### src/rtl/conv3_pkg.sv
package conv3_pkg;
  localparam int unsigned ROWS = 3;
  localparam int unsigned COLS = 3;
  localparam int unsigned TAPS = ROWS * COLS;

  typedef enum logic [1:0] {
    PH_ROW0 = 2'd0,
    PH_ROW1 = 2'd1,
    PH_ROW2 = 2'd2
  } phase_e;
endpackage

### src/rtl/conv3_coef_bank.sv
module conv3_coef_bank
  import conv3_pkg::*;
#(
  parameter int unsigned COEF_W = 16,
  parameter int unsigned ADDR_W = 4
) (
  input  logic                     clk_i,
  input  logic                     rst_ni,
  input  logic                     we_i,
  input  logic [ADDR_W-1:0]        addr_i,
  input  logic [COEF_W-1:0]        data_i,
  input  logic [1:0]               row_i,
  output logic signed [COEF_W-1:0] coef_row_o [COLS]
);
  localparam int unsigned BANK_W = TAPS * COEF_W;

  logic [BANK_W-1:0] bank_q;

  for (genvar k = 0; k < TAPS; k++) begin : g_tap
    always_ff @(posedge clk_i or negedge rst_ni) begin
      if (!rst_ni) bank_q[k*COEF_W +: COEF_W] <= '0;
      else if (we_i && addr_i == ADDR_W'(k)) bank_q[k*COEF_W +: COEF_W] <= data_i;
    end
  end

  for (genvar c = 0; c < COLS; c++) begin : g_col
    always_comb begin
      unique case (row_i)
        2'd1:    coef_row_o[c] = $signed(bank_q[(COLS + c)*COEF_W +: COEF_W]);
        2'd2:    coef_row_o[c] = $signed(bank_q[(2*COLS + c)*COEF_W +: COEF_W]);
        default: coef_row_o[c] = $signed(bank_q[c*COEF_W +: COEF_W]);
      endcase
    end
  end

  // out-of-range tap index never disturbs the bank
  p_bad_addr_ignored_r3: assert property (@(posedge clk_i) disable iff (!rst_ni)
    (we_i && addr_i >= ADDR_W'(TAPS)) |=> $stable(bank_q));
endmodule

### src/rtl/conv3_phase_seq.sv
module conv3_phase_seq
  import conv3_pkg::*;
(
  input  logic       clk_i,
  input  logic       rst_ni,
  input  logic       start_i,
  output logic       accept_o,
  output logic       busy_o,
  output logic       first_o,
  output logic       last_o,
  output logic [1:0] row_o
);
  logic   busy_q;
  phase_e phase_q;

  assign accept_o = start_i && (!busy_q || phase_q == PH_ROW2);
  assign busy_o   = busy_q;
  assign first_o  = busy_q && phase_q == PH_ROW0;
  assign last_o   = busy_q && phase_q == PH_ROW2;
  assign row_o    = phase_q;

  always_ff @(posedge clk_i or negedge rst_ni) begin
    if (!rst_ni) begin
      busy_q  <= 1'b0;
      phase_q <= PH_ROW0;
    end else if (accept_o) begin
      busy_q  <= 1'b1;
      phase_q <= PH_ROW0;
    end else if (busy_q) begin
      unique case (phase_q)
        PH_ROW0: phase_q <= PH_ROW1;
        PH_ROW1: phase_q <= PH_ROW2;
        default: begin
          phase_q <= PH_ROW0;
          busy_q  <= 1'b0;
        end
      endcase
    end
  end

  p_phase_range_r10: assert property (@(posedge clk_i) disable iff (!rst_ni)
    busy_q |-> phase_q != 2'd3);

  p_start_ignored_r9: assert property (@(posedge clk_i) disable iff (!rst_ni)
    (start_i && busy_q && phase_q != PH_ROW2) |=>
      (busy_q && phase_q == $past(phase_q) + 2'd1));
endmodule

### src/rtl/conv3_row_mac.sv
module conv3_row_mac
  import conv3_pkg::*;
#(
  parameter int unsigned PIX_W  = 8,
  parameter int unsigned COEF_W = 16,
  localparam int unsigned PROD_W = PIX_W + 1 + COEF_W,
  localparam int unsigned ROW_W  = PROD_W + 2
) (
  input  logic [PIX_W-1:0]         pix_i  [COLS],
  input  logic signed [COEF_W-1:0] coef_i [COLS],
  output logic signed [ROW_W-1:0]  sum_o
);
  logic signed [PROD_W-1:0] prod [COLS];
  logic signed [ROW_W-1:0]  ext  [COLS];

  for (genvar c = 0; c < COLS; c++) begin : g_mul
    logic signed [PIX_W:0] pix_s;
    assign pix_s   = $signed({1'b0, pix_i[c]});
    assign prod[c] = pix_s * coef_i[c];
    assign ext[c]  = {{2{prod[c][PROD_W-1]}}, prod[c]};
  end

  // two-level adder tree
  logic signed [ROW_W-1:0] pair;
  assign pair  = ext[0] + ext[1];
  assign sum_o = pair + ext[2];
endmodule

### src/rtl/conv3_fold_engine.sv
module conv3_fold_engine
  import conv3_pkg::*;
#(
  parameter int unsigned PIX_W  = 8,
  parameter int unsigned COEF_W = 16,
  parameter int unsigned FRAC_W = 15,
  parameter int unsigned SYNC_W = 2,
  parameter int unsigned ADDR_W = 4
) (
  input  logic                    clk_i,
  input  logic                    rst_ni,
  input  logic                    cfg_we_i,
  input  logic [ADDR_W-1:0]       cfg_addr_i,
  input  logic [COEF_W-1:0]       cfg_data_i,
  input  logic                    start_i,
  input  logic [TAPS*PIX_W-1:0]   win_i,
  input  logic [SYNC_W-1:0]       sync_i,
  output logic [PIX_W-1:0]        pix_o,
  output logic                    valid_o,
  output logic [SYNC_W-1:0]       sync_o
);
  localparam int unsigned PROD_W = PIX_W + 1 + COEF_W;
  localparam int unsigned ROW_W  = PROD_W + 2;
  localparam int unsigned ACC_W  = ROW_W + 2;
  localparam int unsigned WIN_W  = TAPS * PIX_W;
  localparam logic signed [ACC_W-1:0] HALF = ACC_W'(1) << (FRAC_W - 1);
  localparam logic signed [ACC_W-1:0] PMAX = ACC_W'((1 << PIX_W) - 1);

  logic       accept, busy, first, last;
  logic [1:0] row_sel;

  conv3_phase_seq u_seq (
    .clk_i    (clk_i),
    .rst_ni   (rst_ni),
    .start_i  (start_i),
    .accept_o (accept),
    .busy_o   (busy),
    .first_o  (first),
    .last_o   (last),
    .row_o    (row_sel)
  );

  logic signed [COEF_W-1:0] coef_row [COLS];

  conv3_coef_bank #(.COEF_W(COEF_W), .ADDR_W(ADDR_W)) u_bank (
    .clk_i      (clk_i),
    .rst_ni     (rst_ni),
    .we_i       (cfg_we_i),
    .addr_i     (cfg_addr_i),
    .data_i     (cfg_data_i),
    .row_i      (row_sel),
    .coef_row_o (coef_row)
  );

  // window and sideband holding registers
  logic [WIN_W-1:0]  hold_q;
  logic [SYNC_W-1:0] sync_hold_q;

  always_ff @(posedge clk_i or negedge rst_ni) begin
    if (!rst_ni) begin
      hold_q      <= '0;
      sync_hold_q <= '0;
    end else if (accept) begin
      hold_q      <= win_i;
      sync_hold_q <= sync_i;
    end
  end

  logic [PIX_W-1:0] row_pix [COLS];
  for (genvar c = 0; c < COLS; c++) begin : g_sel
    always_comb begin
      unique case (row_sel)
        2'd1:    row_pix[c] = hold_q[(COLS + c)*PIX_W +: PIX_W];
        2'd2:    row_pix[c] = hold_q[(2*COLS + c)*PIX_W +: PIX_W];
        default: row_pix[c] = hold_q[c*PIX_W +: PIX_W];
      endcase
    end
  end

  logic signed [ROW_W-1:0] row_sum;

  conv3_row_mac #(.PIX_W(PIX_W), .COEF_W(COEF_W)) u_mac (
    .pix_i  (row_pix),
    .coef_i (coef_row),
    .sum_o  (row_sum)
  );

  // row accumulation, rounding and clamping
  logic signed [ACC_W-1:0] acc_q, row_ext, acc_sum, rounded, shifted;
  logic [PIX_W-1:0]        pix_next;

  assign row_ext = {{2{row_sum[ROW_W-1]}}, row_sum};
  assign acc_sum = (first ? '0 : acc_q) + row_ext;
  assign rounded = acc_sum + HALF;
  assign shifted = rounded >>> FRAC_W;

  always_comb begin
    if (shifted[ACC_W-1])  pix_next = '0;
    else if (shifted > PMAX) pix_next = '1;
    else                   pix_next = shifted[PIX_W-1:0];
  end

  always_ff @(posedge clk_i or negedge rst_ni) begin
    if (!rst_ni) begin
      acc_q   <= '0;
      pix_o   <= '0;
      valid_o <= 1'b0;
      sync_o  <= '0;
    end else begin
      if (busy) acc_q <= acc_sum;
      valid_o <= last;
      if (last) begin
        pix_o  <= pix_next;
        sync_o <= sync_hold_q;
      end
    end
  end

  p_valid_latency_r6: assert property (@(posedge clk_i) disable iff (!rst_ni)
    valid_o |-> $past(accept, 4));

  p_valid_pulse_r6: assert property (@(posedge clk_i) disable iff (!rst_ni)
    valid_o |=> !valid_o);

  p_sync_align_r7: assert property (@(posedge clk_i) disable iff (!rst_ni)
    valid_o |-> sync_o == $past(sync_i, 4));

  p_window_held_r8: assert property (@(posedge clk_i) disable iff (!rst_ni)
    (busy && !accept) |=> $stable(hold_q));
endmodule

### config.mk
export PLATFORM = sky130hd
export DESIGN_NAME = conv3_fold_engine
export DESIGN_NICKNAME = d
export VERILOG_FILES = /design/src/rtl/conv3_pkg.sv /design/src/rtl/conv3_coef_bank.sv /design/src/rtl/conv3_phase_seq.sv /design/src/rtl/conv3_row_mac.sv /design/src/rtl/conv3_fold_engine.sv
export SDC_FILE = /design/constraint.sdc
export NUM_CORES = 1
export LEC_CHECK = 0
export BUFFER_PORTS_ARGS = -buffer_cell sky130_fd_sc_hd__clkbuf_2
export CAP_MARGIN = 20
export CORE_UTILIZATION = 45
export CTS_BUF_LIST = sky130_fd_sc_hd__clkbuf_2 sky130_fd_sc_hd__clkbuf_4 sky130_fd_sc_hd__clkbuf_8
export CTS_CLUSTER_SIZE = 10
export DETAILED_ROUTE_END_ITERATION = 8
export HOLD_SLACK_MARGIN = 0.02
export PLACE_DENSITY = 0.58
export SLEW_MARGIN = 30
export SYNTH_ARGS = -nofsm -noshare
export SYNTH_HDL_FRONTEND = slang
export SYNTH_SLANG_ARGS = --single-unit
### constraint.sdc
create_clock -name clk_i -period 13 [get_ports clk_i]
set_input_delay 1.3 -clock clk_i [delete_from_list [all_inputs] [get_ports clk_i]]
set_output_delay 1.3 -clock clk_i [all_outputs]
set_load 0.02 [all_outputs]
[Yosys cells after proc, flatten, opt, wreduce, memory -nomap -nowiden]
Index checks and enable logic that the tools add are counted.
Word-level totals
  logic and storage cells: 68
  bits of input ports: 98
  flip-flop bits (word level): 261
Cells by class
  mux-type cells: 15
  equality and inequality tests: 10
  $lt $le $gt $ge: 1
  reductions and logical operators: 18
  multipliers: 3
  add/sub/neg operators: 4
Operators with widths (number)
  $pmux 16 s2: 3
  $mul 9x16->25: 3
  $pmux 8 s2: 3
  $add 29x16->29 const B: 1
  $add 29x29->29: 1
  $mux 29: 1
  $add 26x25->27: 1
  $add 25x25->26: 1
  $eq 4x3->1 const B: 4
  $mux 8: 2
  $gt 14x9->1 const B: 1
  $logic_and 1x1->1: 12
  $eq 4x2->1 const B: 2
  $eq 4x1->1 const B: 1
  $eq 4x4->1 const B: 1
  $logic_not 4->1: 1
  $mux 2: 2
  $pmux 2 s2: 1
  $mux 1: 3
  $eq 2x1->1 const B: 1
  $eq 2x2->1 const B: 1
  $logic_not 2->1: 1
  $reduce_bool 2->1: 1
  $reduce_or 2->1: 1
  other kinds (2): 2

[Logic depth before layout (Yosys ltp)]
Gate-level depths: netlist (run 1).
  depth in word-level cells: 10
  depth in mapped cells: 46
  mapped depth without buffers: 42

[By module]
Synthesis (run 1) repeated with hierarchy kept, for this count alone.
Unflattened totals
  cell total of the unflattened synthesis: 2709
  area total of the unflattened synthesis: 27660.3 µm²
Modules (own cells, without submodules)
  conv3_row_mac: cells each 1590, instances 1, area each 14411.3 µm², seq. area each 0.0 µm²
  conv3_fold_engine: cells each 623, instances 1, area each 6734.0 µm², seq. area each 2852.7 µm²
  conv3_coef_bank: cells each 482, instances 1, area each 6368.6 µm², seq. area each 3603.5 µm²
  conv3_phase_seq: cells each 14, instances 1, area each 146.4 µm², seq. area each 75.1 µm²

[Worst setup path after synthesis (run 1)]
Ideal clock, no wire load.
  path kind: register to register
  from: register u_seq.phase_q[0], in the netlist u_seq.row_o[0]
  to: register pix_o[0]
  path slack: 2.215 ns
  buffers on the path: 4
  required time: 12.879 ns
  cell stages (with the launch flop): 43
  arrival time: 10.665 ns
  library setup time: 0.121 ns
  cell sequence: dfrtp_1 inv_1 ha_1 clkbuf_1 clkbuf_1 a22oi_1 a21oi_1 clkbuf_1 nand2_1 fa_1 fa_1 fa_1 fa_1 inv_1 fa_1 fa_1 inv_1 fa_1 (+7 left out) o21ai_0 nand2_1 nand2b_1 a21oi_1 xnor2_1 ha_1 buf_2 a21oi_1 o21ai_1 o41ai_1 o21a_1 o211a_1 or3b_2 nor4_1 or4b_4 a31oi_4 nand2b_1 a22o_1
Between the ends
  longest elaborated chain between the ends: 10
Ends and longest elaborated chain
  start: declaration: RTL line conv3_phase_seq.sv:14  | phase_e phase_q;
  start signal: assignment: RTL line conv3_phase_seq.sv:25  | phase_q <= PH_ROW0;
  start signal: assignment: RTL line conv3_phase_seq.sv:28  | phase_q <= PH_ROW0;
  start signal: assignment: RTL line conv3_phase_seq.sv:31  | PH_ROW0: phase_q <= PH_ROW1;
  $eq 2x2->1 or $eq 2x1->1 (tied branches): RTL line conv3_coef_bank.sv:28, conv3_phase_seq.sv:19, conv3_fold_engine.sv:72
  $pmux 8 s2 or $pmux 16 s2 (tied branches): RTL line conv3_fold_engine.sv:72, conv3_coef_bank.sv:28
  $mul 9x16->25: RTL line conv3_row_mac.sv:19  | assign prod[c] = pix_s * coef_i[c];
  $add 25x25->26: RTL line conv3_row_mac.sv:25  | assign pair = ext[0] + ext[1];
  $add 26x25->27: RTL line conv3_row_mac.sv:26  | assign sum_o = pair + ext[2];
  $add 29x29->29: RTL line conv3_fold_engine.sv:93  | assign acc_sum = (first ? '0 : acc_q) + row_ext;
  $add 29x16->29: RTL line conv3_fold_engine.sv:94  | assign rounded = acc_sum + HALF;
  $gt 14x9->1: RTL line conv3_fold_engine.sv:99  | else if (shifted > PMAX) pix_next = '1;
  $mux 8: RTL line conv3_fold_engine.sv:99
  $mux 8: RTL line conv3_fold_engine.sv:98  | if (shifted[ACC_W-1]) pix_next = '0;
  end signal: assignment: RTL line conv3_fold_engine.sv:113  | pix_o <= pix_next;
  end: declaration: RTL line conv3_fold_engine.sv:18  | output logic [PIX_W-1:0] pix_o,
Several ways; a longest one is shown, not always the timed one.
A chain may end at the register's enable or synchronous reset.

[Worst setup path after layout (run 1)]
  from: register u_seq.phase_q[1], in the netlist u_seq.row_o[1]
  to: register pix_o[1]
Same word-level chain as after synthesis.

==> results of run 1 <==
==> cell usage in the layout (no fill, tap or decap), drive strengths merged, types with 4 or more instances in the layout <==
| master | n |
|---|---|
| and3 | 10 |
| a211oi | 8 |
| or3 | 6 |
| nand2b | 22 |
| o211ai | 7 |
| xnor2 | 38 |
| a221oi | 4 |
| nand3 | 23 |
| fa | 402 |
| o21a | 7 |
| nor4 | 11 |
| nand2 | 457 |
| o21ai | 64 |
| a21oi | 93 |
| mux2 | 171 |
| nor3b | 6 |
| nor3 | 11 |
| dfrtp | 261 |
| nor2b | 55 |
| ha | 155 |
| a21o | 34 |
| inv | 528 |
| a22oi | 76 |
| xor2 | 14 |
| a22o | 10 |
| nor2 | 208 |
| nand3b | 5 |
| and2 | 48 |
| a31oi | 6 |
| a21boi | 4 |
| clkinv | 5 |
| clkbuf | 179 |
| o21bai | 6 |
| or2 | 23 |
| buf | 60 |
==> registers in the layout, indices dropped and copies added (netlist names) <==
signal         flops
u_bank.bank_q    144
hold_q            72
acc_q             29
pix_o              8
sync_hold_q        2
sync_o             2
u_seq.row_o        2
u_seq.busy_o       1
valid_o            1
==> metal layers <==
layer  GRT usage  up-vias
met5           0        -
met1       0.337    10247
met2       0.395      449
li1            -     9361
met4      0.0677        0
met3      0.0226       89
==> critical path: cells and delay by family, from the launching register on <==
kind,cells,cell delay [ns]
AND/OR/NAND/NOR,7,1.75
adder cells (fa/ha/maj),10,4.95
flip-flops,1,0.39
XOR/XNOR,1,0.14
AO/OA/AOI/OAI,16,3.97
buffers and inverters,5,0.69
==> cell type report <==
class | count | area (µm²)
fillers | 5661 | 30200
clock inverters | 10 | 158
flip-flops and latches | 261 | 6530
inverters | 526 | 1970
repair buffers | 167 | 1040
multi-input cells | 2021 | 18700
well taps | 782 | 978
clock buffers | 72 | 922
diodes | 1 | 2.50
==> cell families (layout without fill, tap and decap cells) <==
family | count (synthesis) | after routing | synth area share
AOI/OAI and AO/OA | 343 | 343 | 0.0824
xor gates and xnor gates | 52 | 52 | 0.0165
other | 0 | 1 | 0
DFF | 261 | 261 | 0.237
muxes | 174 | 174 | 0.0709
buffers and inverters | 635 | 775 | 0.0872
and+or+nand+nor | 895 | 895 | 0.144
adders and majority gates | 557 | 557 | 0.362
==> worst min-delay path by stage <==
stage	from	endpoint	depth (start not counted)	slack [ns]
3_5_place_dp	hold_q[51]	hold_q[51]	2	0.46
4_1_cts	hold_q[51]	hold_q[51]	2	0.48
5_1_grt	hold_q[63]	hold_q[63]	2	0.50
3_3_place_gp	sync_hold_q[1]	sync_hold_q[1]	2	0.46
6_report	hold_q[63]	hold_q[63]	2	0.48
2_1_floorplan	hold_q[14]	hold_q[14]	2	0.44
==> metrics by stage <==
step	instances	cell area, µm²	hold WS (ns)	setup WS (ns)	util
floorplan	2917	27600	0.440	2.21	-
global placement	3752	29100	0.458	1.27	0.482
detailed placement	3756	29200	0.464	0.986	0.483
CTS	3838	30300	0.480	1.02	0.501
global route	3840	30300	0.499	0.145	0.501
finish	3840	30300	0.476	0.997	0.501
==> flow_summary_export.csv, run 1 <==
group,metric,value,unit
run_status,outcome,"finished clean",
timing,rsz0062_at_grt,"false",
logic_synthesis,ys_ff_latch,261,
logic_synthesis,yosysTopAreaCell,"fa_1",
timing,min_period,12.00,ns
clock_tree,cts_sinks,261,
clock_tree,htreeDepth,2,
critical_path,crit_end,"pix_o[1]",
placement,gp_congestion,0.940,
global_route,grt_pass1_vias,21942,
routing,drt_pass1_iterations,5,
critical_path,cp_max_fo,29,
logic_synthesis,syn_nets,3572,
clock_tree,clock-root-buffer,"clkbuf_8",
routing,drc,0,
routing,wl_per_cell,18.8,µm
clock_tree,tritoncts,"done",
timing,tightest_slew,1.00,ns
routing,dr_wl_met3,2.83,mm
floorplanning,fp.dieH,250,µm
critical_path,slowest_delay,0.69,ns
critical_path,crit_path_end_kind,"flop",
global_route,track_usage,0.240,
floorplanning,dieArea,62300,µm²
logic_synthesis,avgSynthCellArea,9.45,µm²
clock_tree,numCtsBuffers,47,
critical_path,reg2reg_from,"u_seq.row_o[1]",
routing,drt_iter0_drc,1079,
clock_tree,postCtsHoldBufs,0,
logic_synthesis,synthArstFlopShare,1.00,
floorplanning,io_pins,109,
global_route,grt_max_degree,181,
worst_hold_path,hold_path.class,"reg2reg",
global_route,overflow,0,
routing,routed.top_layer,"met4",
critical_path,critPathSlowestCell,"ha_2",
logic_synthesis,syn-cell-area,27600,µm²
timing,hold_viol,0,
clock_tree,max-clock-path-buffers,3,
floorplanning,core_area,60500,µm²
logic_synthesis,ys_warn_count,0,
floorplanning,start_util,0.456,
logic_synthesis,synth.area.top_cells,"fa_1 29%, dfrtp_1 24%, inv_1 7.2%, ha_1 7.0%, mux2_2 7.0%",
routing,wl,72.0,mm
timing,slew_viol_final,0,
critical_path,cp_data_arrival_time,12.53,ns
critical_path,cp.required,13.52,ns
logic_synthesis,synth_most_common_cell,"inv_1",
finish,drive_gt1_frac,0.154,
timing,slew_headroom,0.333,
routing,vias,20146,
critical_path,crit_type,"reg2reg",
routing,vias_per_cell,5.25,
global_route,grt_pass1_wl,118,mm
clock_tree,clk_pin_slew_worst_paths,0.06,ns
routing,met1Wirelength,33.4,mm
critical_path,r2r_end,"pix_o[1]",
critical_path,crit_start,"u_seq.row_o[1]",
global_route,antenna_found_initial,1,
critical_path,r2r_slack,1.0,ns
timing,finalCritPeriodShare,0.923,
routing,ant_nets,0,
placement,dp_hpwl,58.1,mm
critical_path,start_kind,"flop",
timing,setup_tns,0,ns
logic_synthesis,yosysSeqAreaShare,0.237,
timing,clock.fmax,0.0833,GHz
routing,wl_met2,34.0,mm
floorplanning,fp-row-count,90,
timing,skew,0.0470,ns
logic_synthesis,yosys.area.top_type_share,0.292,
placement,port_buffers,108,
logic_synthesis,ys_types,71,
logic_synthesis,ys_top_cells_by_count,"526 x inv_1, 457 x nand2_1, 402 x fa_1",
critical_path,r2r_cells,39,
logic_synthesis,synth_edf_count,0,
clock_tree,post_cts.repair.setup_buffers,0,
logic_synthesis,synthCells,2917,
critical_path,crit_top_cell,"fa_1",
logic_synthesis,ys.flop_type,"dfrtp_1",
finish,syn2layout_area_growth,9.94,%
floorplanning,die_w,250,µm
clock_tree,worstSkewPairLatency,0.65,ns
run,drv_cap,0,
finish,nNetsFinal,3679,
timing,setup_viol,0,
clock_tree,cts_resized,0,
Power of run 1 is not shown: default switching activity piles up to over one toggle a cycle in this logic, so the estimate is an artifact.
==> inputs of run 2 (changes only) <==
ABC_AREA = 1   (was default)
==> run 2 against run 1 <==
  * Die area grew 1.0%
  * First-iteration DRC count grew 27%
  * Largest cell class unchanged
  * Non-clock buffer count decreased by 15
  * Sequential share of layout area is 0.13 points lower
  * Clock skew down 0.0016 ns
==> flow_summary_export.csv, run 2 <==
group,metric,value,unit
timing,rsz0062_at_grt,"false",
critical_path,cp_data_arrival_time,11.59,ns
logic_synthesis,yosysTopAreaCell,"fa_1",
timing,slew_headroom,0.312,
logic_synthesis,ys_types,42,
logic_synthesis,yosys.area.top_type_share,0.289,
critical_path,r2r_end,"pix_o[6]",
clock_tree,cts_sinks,261,
critical_path,cp.required,13.59,ns
global_route,grt_pass1_wl,127,mm
finish,mostFrequentLayoutCells,"792 x inv_1, 676 x nand2_1, 402 x fa_1",
logic_synthesis,ys_ff_latch,261,
global_route,antenna_found_initial,0,
routing,wl,78.3,mm
critical_path,slowest_delay,0.67,ns
worst_hold_path,hold_path_end,"u_bank.bank_q[13]",
floorplanning,start_util,0.458,
logic_synthesis,ys_warn_count,0,
timing,setup_tns,0,ns
critical_path,crit_type,"reg2reg",
critical_path,reg2reg_from,"u_seq.row_o[0]",
placement,port_buffers,108,
timing,min_period,11.00,ns
floorplanning,die_w,251,µm
worst_hold_path,hold_path.class,"reg2reg",
clock_tree,numCtsBuffers,49,
global_route,grt_pass1_vias,23262,
logic_synthesis,synthArstFlopShare,1.00,
timing,slew_viol_final,0,
routing,drt_iter0_drc,1372,
finish,fillers,5952,
critical_path,r2r_cells,42,
finish,largest_reg_flops,144,
run,drv_cap,0,
run_status,outcome,"finished clean",
routing,ant_nets,0,
clock_tree,tritoncts,"done",
logic_synthesis,syn-cell-area,27900,µm²
worst_hold_path,hold_path_depth,2,
finish,layout_commonest_cell,"inv_1",
logic_synthesis,ys.flop_type,"dfrtp_1",
critical_path,r2r_slack,2.00,ns
clock_tree,worstSkewPairLatency,0.66,ns
logic_synthesis,synth_edf_count,0,
floorplanning,io_pins,109,
clock_tree,cts_resized,0,
critical_path,cp_max_fo,77,
floorplanning,core_area,60800,µm²
clock_tree,htreeDepth,2,
placement,dp_hpwl,64.4,mm
finish,insertedDiodeCount,0,
routing,drc,0,
worst_hold_path,min_from,"u_bank.bank_q[13]",
finish,max_flop_register,"u_bank.bank_q",
timing,setup_viol,0,
floorplanning,dieArea,62900,µm²
logic_synthesis,syn_nets,3998,
placement,gp_congestion,0.903,
logic_synthesis,avgSynthCellArea,8.33,µm²
finish,drive_gt1_frac,0.112,
timing,finalCritPeriodShare,0.846,
floorplanning,fp.dieH,251,µm
logic_synthesis,synth_most_common_cell,"inv_1",
critical_path,crit_top_cell,"inv_1",
routing,drt_pass1_iterations,5,
clock_tree,postCtsHoldBufs,0,
timing,clock.fmax,0.0909,GHz
floorplanning,fp-row-count,90,
logic_synthesis,yosysSeqAreaShare,0.234,
routing,vias,21739,
routing,wl_per_cell,18.4,µm
logic_synthesis,ys_top_cells_by_count,"793 x inv_1, 676 x nand2_1, 402 x fa_1",
global_route,overflow,0,
finish,syn2layout_area_growth,9.46,%
clock_tree,post_cts.repair.setup_buffers,0,
finish,top_regs,"u_bank.bank_q: 144 flops, hold_q: 72 flops, acc_q: 29 flops",
clock_tree,clk_pin_slew_worst_paths,0.06,ns
clock_tree,clock-root-buffer,"clkbuf_8",
timing,skew,0.0454,ns
logic_synthesis,synthCells,3343,
timing,hold_viol,0,
logic_synthesis,synth.area.top_cells,"fa_1 29%, dfrtp_1 23%, inv_1 11%, nand2_1 9.1%, ha_1 7.0%",
critical_path,critPathSlowestCell,"buf_4",
timing,tightest_slew,1.02,ns
global_route,grt_max_degree,161,
clock_tree,max-clock-path-buffers,3,
global_route,track_usage,0.260,
critical_path,start_kind,"flop",
critical_path,crit_path_end_kind,"flop",
finish,nNetsFinal,4100,
routing,vias_per_cell,5.11,
run 2: changes by cell type after synthesis, moves of 31 or more:
cell	before	now
nor2_1	208	285
a21o_1	34	3
nand2_1	457	676
nor2b_1	55	0
mux2_2	171	68
o21ai_0	37	249
and2_1	48	0
inv_1	526	793
a22oi_1	76	1
run 2: final cells by class:
class	count	area, µm²	area share
clock buffers	72	903	0.0296
clock inverters	10	156	0.00513
repair buffers	152	917	0.0301
inverters	808	3030	0.0995
well taps	782	978	0.0321
flip-flops and latches	261	6530	0.214
multi-input cells	2173	18000	0.589
run 2: metal layers:
metal | vias up | global-route usage | wire, µm
li1 | 10203 | - | -
met3 | 114 | 0.0283 | 3270
met2 | 483 | 0.442 | 38000
met4 | 0 | 0.0768 | 2260
met1 | 10939 | 0.352 | 34800
met5 | - | 0 | 0
run 2: how the worst max path moves through the flow:
stage                   startpoint       end  slack [ns]  depth (start not counted)
floorplan           u_seq.row_o[0]  pix_o[3]        3.89                         50
global placement    u_seq.row_o[0]  pix_o[7]        2.01                         42
detailed placement  u_seq.row_o[0]  pix_o[2]        1.94                         42
CTS                 u_seq.row_o[0]  pix_o[2]        1.96                         42
global route        u_seq.row_o[0]  pix_o[3]        1.27                         45
finish              u_seq.row_o[0]  pix_o[6]        2.00                         42
run 2: cell families after synthesis:
logic type | Yosys count | synth area share
compound gates | 419 | 0.0831
mux | 68 | 0.0275
simple gates | 1081 | 0.159
xor+xnor | 48 | 0.0151
fa+ha+maj | 557 | 0.359
buf+inv | 909 | 0.123
flops | 261 | 0.234
run 2: per-stage QoR:
step | utilization | cells | cell area, µm² | hold slack (ns) | setup WS, ns
finish | 0.501 | 4258 | 30500 | 0.482 | 2.00
global route | 0.501 | 4258 | 30500 | 0.490 | 1.27
CTS | 0.501 | 4257 | 30500 | 0.482 | 1.96
detailed placement | 0.484 | 4175 | 29400 | 0.468 | 1.94
global placement | 0.483 | 4175 | 29400 | 0.460 | 2.01
floorplan | - | 3343 | 27900 | 0.448 | 3.89
run 2: worst max-delay path, delay by kind of cell, from the launching register on:
family / cells / cell delay (ns)
simple gates: 13 / 1.90
buf+inv: 10 / 1.75
flops: 1 / 0.38
xor+xnor: 1 / 0.10
compound gates: 8 / 2.07
fa+ha+maj: 10 / 4.72
Power of run 2 is left out for the same reason.
